--- config.mk ---
export PLATFORM = sky130hd
export DESIGN_NAME = stk_core
export DESIGN_NICKNAME = d
export VERILOG_FILES = /design/src/rtl/stk_pkg.sv /design/src/rtl/stk_alu.sv /design/src/rtl/stk_regfile.sv /design/src/rtl/stk_ctrl.sv /design/src/rtl/stk_core.sv
export SDC_FILE = /design/constraint.sdc
export NUM_CORES = 1
export LEC_CHECK = 0
export BUFFER_PORTS_ARGS = -buffer_cell sky130_fd_sc_hd__buf_2
export CAP_MARGIN = 20
export CORE_AREA = 2 2 120 238
export DETAILED_ROUTE_END_ITERATION = 6
export DIE_AREA = 0 0 122 240
export SYNTH_ARGS = -nofsm -noshare
export SYNTH_HDL_FRONTEND = slang
export SYNTH_SLANG_ARGS = --single-unit
export TNS_END_PERCENT = 1
--- constraint.sdc ---
create_clock -name clk -period 10.2 [get_ports clk]
set_input_delay 1.02 -clock clk [delete_from_list [all_inputs] [get_ports clk]]
set_output_delay 1.02 -clock clk [all_outputs]
set_load 0.02 [all_outputs]
--- src/rtl/stk_pkg.sv ---
// Shared opcode, register-window command and controller state encodings.
package stk_pkg;
    localparam logic [2:0] OP_PUSH  = 3'd0;
    localparam logic [2:0] OP_PUSHL = 3'd1;
    localparam logic [2:0] OP_POP   = 3'd2;
    localparam logic [2:0] OP_ADD   = 3'd3;
    localparam logic [2:0] OP_MUL   = 3'd4;

    typedef enum logic [2:0] {
        RF_HOLD, RF_PUSH, RF_POP, RF_SPILL, RF_FILL, RF_BIN
    } rf_cmd_e;

    typedef enum logic [2:0] {
        S_IDLE, S_PREP, S_SPILL, S_FREQ, S_FWAIT, S_MRD, S_MWAIT, S_EXEC
    } ctl_state_e;
endpackage

--- src/rtl/stk_alu.sv ---
// Two-operand arithmetic unit: wrapping add or multiply on DW-bit words.
// Assumes the operands are two's complement, so the low DW bits of the
// result are the same as for unsigned operands.
module stk_alu #(
    parameter int DW = 16
) (
    input  logic          is_mul,
    input  logic [DW-1:0] opa,
    input  logic [DW-1:0] opb,
    output logic [DW-1:0] res
);
    logic [DW-1:0] sum;
    logic [DW-1:0] prod;

    // Form both results; the low DW bits of the product are kept.
    always_comb begin
        sum  = opa + opb;
        prod = opa * opb;
        res  = is_mul ? prod : sum;
    end
endmodule

--- src/rtl/stk_regfile.sv ---
// Register window holding the top N stack entries. Entry 0 is the oldest
// and entry cnt-1 is the top. A spill shifts toward entry 0 after the
// oldest entry leaves; a fill shifts away from entry 0 to make room for a
// refilled word. Assumes the controller issues only commands that are
// legal for the current count.
module stk_regfile #(
    parameter int DW = 16,
    parameter int N  = 4,
    parameter int CW = $clog2(N + 1)
) (
    input  logic              clk,
    input  logic              rst_n,
    input  stk_pkg::rf_cmd_e  cmd,
    input  logic [DW-1:0]     wdata,
    input  logic [DW-1:0]     bin_res,
    output logic [DW-1:0]     top,
    output logic [DW-1:0]     second,
    output logic [DW-1:0]     bottom,
    output logic [CW-1:0]     cnt
);
    import stk_pkg::*;

    localparam int IW = (N > 1) ? $clog2(N) : 1;

    logic [DW-1:0] regs [N];
    logic [IW-1:0] top_idx;
    logic [IW-1:0] sec_idx;
    logic [IW-1:0] put_idx;

    // Index of the top, second and next free entry.
    always_comb begin
        top_idx = IW'(cnt - CW'(1));
        sec_idx = IW'(cnt - CW'(2));
        put_idx = IW'(cnt);
    end

    // Apply one window command per cycle.
    always_ff @(posedge clk) begin
        if (!rst_n) begin
            cnt <= '0;
            for (int i = 0; i < N; i++) regs[i] <= '0;
        end else begin
            case (cmd)
                RF_PUSH: begin
                    regs[put_idx] <= wdata;
                    cnt <= cnt + CW'(1);
                end
                RF_POP: cnt <= cnt - CW'(1);
                RF_SPILL: begin
                    for (int i = 0; i < N - 1; i++) regs[i] <= regs[i+1];
                    cnt <= cnt - CW'(1);
                end
                RF_FILL: begin
                    for (int i = 1; i < N; i++) regs[i] <= regs[i-1];
                    regs[0] <= wdata;
                    cnt <= cnt + CW'(1);
                end
                RF_BIN: begin
                    regs[sec_idx] <= bin_res;
                    cnt <= cnt - CW'(1);
                end
                default: ;
            endcase
        end
    end

    // Read ports; the top reads as zero when the window is empty.
    always_comb begin
        top    = (cnt == '0) ? '0 : regs[top_idx];
        second = regs[sec_idx];
        bottom = regs[0];
    end
endmodule

--- src/rtl/stk_ctrl.sv ---
// Sequencer: takes instructions, checks them against the total depth,
// runs spills and fills through the memory port, and steers the register
// window and the ALU. Assumes synchronous memory with one-cycle read data.
module stk_ctrl #(
    parameter int             DW    = 16,
    parameter int             AW    = 8,
    parameter int             N     = 4,
    parameter int             SLOTS = 12,
    parameter logic [AW-1:0]  BASE  = 8'hF0,
    parameter int             CW    = $clog2(N + 1),
    parameter int             MW    = $clog2(SLOTS + 1)
) (
    input  logic              clk,
    input  logic              rst_n,
    input  logic              ins_valid,
    input  logic [2:0]        ins_op,
    input  logic [DW-1:0]     ins_arg,
    output logic              ins_ready,
    output logic              ins_done,
    output logic              busy,
    output logic              ovf_flag,
    output logic              unf_flag,
    input  logic [CW-1:0]     rf_cnt,
    input  logic [DW-1:0]     rf_top,
    input  logic [DW-1:0]     rf_bottom,
    output stk_pkg::rf_cmd_e  rf_cmd,
    output logic [DW-1:0]     rf_wdata,
    output logic              alu_mul,
    output logic [MW-1:0]     msp,
    output logic              mem_req,
    output logic              mem_we,
    output logic [AW-1:0]     mem_addr,
    output logic [DW-1:0]     mem_wdata,
    input  logic [DW-1:0]     mem_rdata
);
    import stk_pkg::*;

    localparam int TOTAL = N + SLOTS;
    localparam int TW    = $clog2(TOTAL + 1) + 1;

    ctl_state_e    state;
    ctl_state_e    nstate;
    logic [2:0]    op_q;
    logic [DW-1:0] arg_q;
    logic [TW-1:0] total;
    logic          in_pushy;
    logic [1:0]    in_need;
    logic          q_pushy;
    logic [1:0]    q_need;

    // Operand demand of the incoming and the held instruction.
    always_comb begin
        in_pushy = (ins_op == OP_PUSH) || (ins_op == OP_PUSHL);
        q_pushy  = (op_q == OP_PUSH) || (op_q == OP_PUSHL);
        in_need  = (ins_op == OP_POP) ? 2'd1 :
                   ((ins_op == OP_ADD) || (ins_op == OP_MUL)) ? 2'd2 : 2'd0;
        q_need   = (op_q == OP_POP) ? 2'd1 :
                   ((op_q == OP_ADD) || (op_q == OP_MUL)) ? 2'd2 : 2'd0;
        total    = TW'(rf_cnt) + TW'(msp);
    end

    // Next-state choice.
    always_comb begin
        nstate = state;
        case (state)
            S_IDLE: begin
                if (ins_valid && !(in_pushy && total == TW'(TOTAL))
                              && !(total < TW'(in_need)))
                    nstate = S_PREP;
            end
            S_PREP: begin
                if (q_pushy && rf_cnt == CW'(N))     nstate = S_SPILL;
                else if (rf_cnt < CW'(q_need))       nstate = S_FREQ;
                else if (op_q == OP_PUSH)            nstate = S_MRD;
                else                                 nstate = S_EXEC;
            end
            S_SPILL: nstate = S_PREP;
            S_FREQ:  nstate = S_FWAIT;
            S_FWAIT: nstate = S_PREP;
            S_MRD:   nstate = S_MWAIT;
            S_MWAIT: nstate = S_IDLE;
            S_EXEC:  nstate = S_IDLE;
            default: nstate = S_IDLE;
        endcase
    end

    // Memory port and register-window command for the current state.
    always_comb begin
        mem_req   = 1'b0;
        mem_we    = 1'b0;
        mem_addr  = '0;
        mem_wdata = '0;
        rf_cmd    = RF_HOLD;
        rf_wdata  = '0;
        alu_mul   = (op_q == OP_MUL);
        case (state)
            S_SPILL: begin
                mem_req   = 1'b1;
                mem_we    = 1'b1;
                mem_addr  = BASE + AW'(msp);
                mem_wdata = rf_bottom;
                rf_cmd    = RF_SPILL;
            end
            S_FREQ: begin
                mem_req  = 1'b1;
                mem_addr = BASE + AW'(msp) - AW'(1);
            end
            S_FWAIT: begin
                rf_cmd   = RF_FILL;
                rf_wdata = mem_rdata;
            end
            S_MRD: begin
                mem_req  = 1'b1;
                mem_addr = AW'(arg_q);
            end
            S_MWAIT: begin
                rf_cmd   = RF_PUSH;
                rf_wdata = mem_rdata;
            end
            S_EXEC: begin
                case (op_q)
                    OP_PUSHL: begin
                        rf_cmd   = RF_PUSH;
                        rf_wdata = arg_q;
                    end
                    OP_POP: begin
                        mem_req   = 1'b1;
                        mem_we    = 1'b1;
                        mem_addr  = AW'(arg_q);
                        mem_wdata = rf_top;
                        rf_cmd    = RF_POP;
                    end
                    OP_ADD, OP_MUL: rf_cmd = RF_BIN;
                    default: rf_cmd = RF_HOLD;
                endcase
            end
            default: ;
        endcase
    end

    // State, held instruction, spill pointer and output pulses.
    always_ff @(posedge clk) begin
        if (!rst_n) begin
            state    <= S_IDLE;
            op_q     <= '0;
            arg_q    <= '0;
            msp      <= '0;
            ins_done <= 1'b0;
            ovf_flag <= 1'b0;
            unf_flag <= 1'b0;
        end else begin
            state    <= nstate;
            ins_done <= (state == S_MWAIT) || (state == S_EXEC);
            ovf_flag <= 1'b0;
            unf_flag <= 1'b0;
            if (state == S_IDLE && ins_valid) begin
                if (in_pushy && total == TW'(TOTAL)) ovf_flag <= 1'b1;
                else if (total < TW'(in_need))      unf_flag <= 1'b1;
                else begin
                    op_q  <= ins_op;
                    arg_q <= ins_arg;
                end
            end
            if (state == S_SPILL) msp <= msp + MW'(1);
            if (state == S_FREQ)  msp <= msp - MW'(1);
        end
    end

    // Handshake and traffic indication.
    always_comb begin
        ins_ready = (state == S_IDLE);
        busy      = (state == S_SPILL) || (state == S_FREQ) || (state == S_FWAIT);
    end
endmodule

--- src/rtl/stk_core.sv ---
// Top of the stack execution core: sequencer, register window and ALU.
// Assumes the data memory region BASE..BASE+SLOTS-1 is reserved for
// spilled stack entries and not named by push or pop operands.
module stk_core #(
    parameter int             DW    = 16,
    parameter int             AW    = 8,
    parameter int             N     = 4,
    parameter int             SLOTS = 12,
    parameter logic [AW-1:0]  BASE  = 8'hF0
) (
    input  logic          clk,
    input  logic          rst_n,
    input  logic          ins_valid,
    input  logic [2:0]    ins_op,
    input  logic [DW-1:0] ins_arg,
    output logic          ins_ready,
    output logic          ins_done,
    output logic          busy,
    output logic [DW-1:0] tos_value,
    output logic          ovf_flag,
    output logic          unf_flag,
    output logic          mem_req,
    output logic          mem_we,
    output logic [AW-1:0] mem_addr,
    output logic [DW-1:0] mem_wdata,
    input  logic [DW-1:0] mem_rdata
);
    import stk_pkg::*;

    localparam int CW = $clog2(N + 1);
    localparam int MW = $clog2(SLOTS + 1);

    rf_cmd_e       rf_cmd;
    logic [DW-1:0] rf_wdata;
    logic [DW-1:0] rf_top;
    logic [DW-1:0] rf_second;
    logic [DW-1:0] rf_bottom;
    logic [CW-1:0] rf_cnt;
    logic [DW-1:0] alu_res;
    logic          alu_mul;
    logic [MW-1:0] msp;

    stk_ctrl #(.DW(DW), .AW(AW), .N(N), .SLOTS(SLOTS), .BASE(BASE),
               .CW(CW), .MW(MW)) u_ctrl (
        .clk(clk), .rst_n(rst_n),
        .ins_valid(ins_valid), .ins_op(ins_op), .ins_arg(ins_arg),
        .ins_ready(ins_ready), .ins_done(ins_done), .busy(busy),
        .ovf_flag(ovf_flag), .unf_flag(unf_flag),
        .rf_cnt(rf_cnt), .rf_top(rf_top), .rf_bottom(rf_bottom),
        .rf_cmd(rf_cmd), .rf_wdata(rf_wdata), .alu_mul(alu_mul), .msp(msp),
        .mem_req(mem_req), .mem_we(mem_we), .mem_addr(mem_addr),
        .mem_wdata(mem_wdata), .mem_rdata(mem_rdata)
    );

    stk_regfile #(.DW(DW), .N(N), .CW(CW)) u_rf (
        .clk(clk), .rst_n(rst_n), .cmd(rf_cmd), .wdata(rf_wdata),
        .bin_res(alu_res), .top(rf_top), .second(rf_second),
        .bottom(rf_bottom), .cnt(rf_cnt)
    );

    stk_alu #(.DW(DW)) u_alu (
        .is_mul(alu_mul), .opa(rf_second), .opb(rf_top), .res(alu_res)
    );

    // The visible top of stack is the top register entry.
    always_comb tos_value = rf_top;
endmodule

==> run metrics <==
clk_lat worst skew about 0.37 ns; Clock transition at path regs approximately 0.07 ns; antenna violations before repair 0; Total Power approximately 2.2 mW; # H-tree levels 3; leak pwr around 5.3 nW; FMAX about 0.12 GHz; CP Max Fanout 19; total gr overflow 0; status finished clean; Slowest cell on crit path ha_1; leading area contributor after synthesis edfxtp_1; clk_skew around 0.0093 ns; post-DR wirelength/cell around 22 um; Pre-antenna DRT Iters 7; Critical Path Max Stage Delay between 0.8 and 0.9 ns; Tightest Pin Transition approximately 1.1 ns; area growth from synthesis to layout 8.87%; DP HPWL ~29 mm; core area around 0.027 sq mm; CP Launch Point u_rf.cnt[0]$_SDFFE_PN0P_; critical path launch point type flop; final setup fails 0; power per standard cell area 190 mW/mm^2; Final Hold Vio Count 0; Cell variety after synth a little over 60; Post-CTS Resized 0; # diodes 0; row count 86; CTS buffer count 9; sequential area share after synthesis between 20% and 30%; first-pass GRT wire length about 55 mm; DRC 0; Root Driver clkbuf_16; post-route ant nets 0; register area 0.00256 sq mm; Synthesized Nets 1412; Synthesis Warnings 0; unrepaired setup endpoints after global routing false; area taken by multi-input logic gates ~0.0074 sq mm; Final TNS setup 0 ns; Die Y 240 um; Post-Place Cells 1602; Pins Over Slew Limit 0; CTS Hold Bufs 0; CTS tree built; fin nets 1458; Final Util a little over two fifths; Die Footprint roughly 0.029 sq mm; Final GP Congestion 0.984; Routed WL about 36 mm; Netlist Area Pre-Place ~0.011 sq mm; Yosys top cell area share roughly 18%; hold crit path type flop to flop; Seq cells post-synth 96; share of layout cells above drive strength 1 13.1%; ys flop type edfxtp_1; ys async rst share 0%; reg2reg start u_rf.cnt[0]$_SDFFE_PN0P_; most frequent cells in the layout nand2_1 (165), inv_1 (140), nor2_1 (123), buf_2 (84), fa_1 (82); Initial DRC Count about 740; # IOs 85; clock tree sinks 96; Post-synth EDFFs 64; largest net degree at the start of global routing 50; Max Cap Viol 0; Port Buffers between 80 and 90; post-placement cell area ~0.011 sq mm; Initial Util between 30% and 40%; Max transition margin around 27%; commonest non-fill, non-tap cell in the layout nand2_1; fill count ~2800; chip width between 100 and 150 um; Critical Path Most Common Cell inv_1; dominant cells by area after synthesis edfxtp_1 (18%), fa_1 (15%), ha_1 (8.9%); Tmin final around 8.4 ns; syn_area_per_cell 8.89 sq um; Crit Path Category flop to flop; vias in the first global route between 9000 and 10000; Finished Cell Area between 0.01 and 0.015 sq mm; clock tree buffer depth 2; Layout Cells excl Fill ~1600; Max IR drop VDD 0.164 mV; Tot GR Track Use 25.5%; number of setup buffers added after CTS 0; post-route clock period utilization about four fifths; worst hold start u_ctrl.arg_q[8]$_SDFFE_PN0P_; DR vias/cell between 5 and 6; CP endpoint kind flop; worst path arrival time around 8.4 ns; Gate Count Post-Synth approximately 1200; CP required 10.29 ns; via count 9292
## state kept, by name, indices dropped and copies added (netlist names)
register         flops
u_ctrl.arg_q        16
u_ctrl.ins_done      1
u_ctrl.msp           4
u_ctrl.op_q          3
u_ctrl.ovf_flag      1
u_ctrl.state         3
u_ctrl.unf_flag      1
u_rf.cnt             3
u_rf.regs           64
## power by group
| part | switching [mW] | internal [mW] | total, mW |
|---|---|---|---|
| clock | 0.161 | 0.192 | 0.354 |
| sequential | 0.0790 | 0.489 | 0.567 |
| combinational | 0.835 | 0.471 | 1.31 |
## worst max-delay path: cells and delay by family, from the launching register on
family | cells | cell delay [ns]
buffers and inverters | 7 | 0.62
AND/OR/NAND/NOR | 2 | 0.35
adder cells (fa/ha/maj) | 9 | 4.12
XOR/XNOR | 1 | 0.20
multiplexers | 2 | 0.83
AO/OA/AOI/OAI | 6 | 1.64
flip-flops | 1 | 0.33
## cells in the mapped netlist (24+ instances only)
cell and n:
a22oi_1 47, mux2i_1 29, nor2_1 123, clkbuf_1 46, edfxtp_1 64, mux4_2 24, xnor2_1 52, nand2_1 165
fa_1 82, inv_1 140, dfxtp_1 32, ha_1 77, o21ai_0 68, a21oi_1 62
## routing by layer
layer  wire length, um  vias to the layer above  GRT usage, %
met2             19300                      383          47.8
met4              2790                        0          18.3
li1                  -                     4216             -
met5                 0                        -             0
met3              1540                      131          2.87
met1             12600                     4562          25.4
## final cells by class
cell class	instances	area share (%)
clock buffers	9	1.92
clock inverters	7	0.660
inverters	149	4.90
multi-input cells	909	62.6
flip-flops and latches	96	21.8
well taps	352	3.75
repair buffers	96	4.34
## logic make-up (layout without fill, tap and decap cells)
family,count (synthesis),count (layout),share of synthesized area [%]
buffers and inverters,210,261,8.14
muxes,61,61,8.67
DFF,96,96,23.7
AOI/OAI and AO/OA,258,258,15.7
adders and majority gates,159,159,24.1
and+or+nand+nor,367,367,14.5
xor gates and xnor gates,64,64,5.19
## through the flow
step                      setup slack [ns]  hold WS, ns
after floorplan                       2.53        0.487
after global placement                1.91        0.500
after detailed placement              1.86        0.508
after CTS                             1.82        0.522
after global routing                  1.28        0.557
final                                 1.84        0.516
## path summary, 6_finish.rpt
check	endpoint	slack, ns	cells past startpoint
setup / recovery	u_rf.regs[0][15]$_DFFE_PP_	1.84	27
hold / removal	u_ctrl.arg_q[8]$_SDFFE_PN0P_	0.52	2
setup reg to reg	u_rf.regs[0][15]$_DFFE_PP_	1.84	27
hold reg to reg	u_ctrl.arg_q[8]$_SDFFE_PN0P_	0.52	2
(Power assumes the default switching activity.)
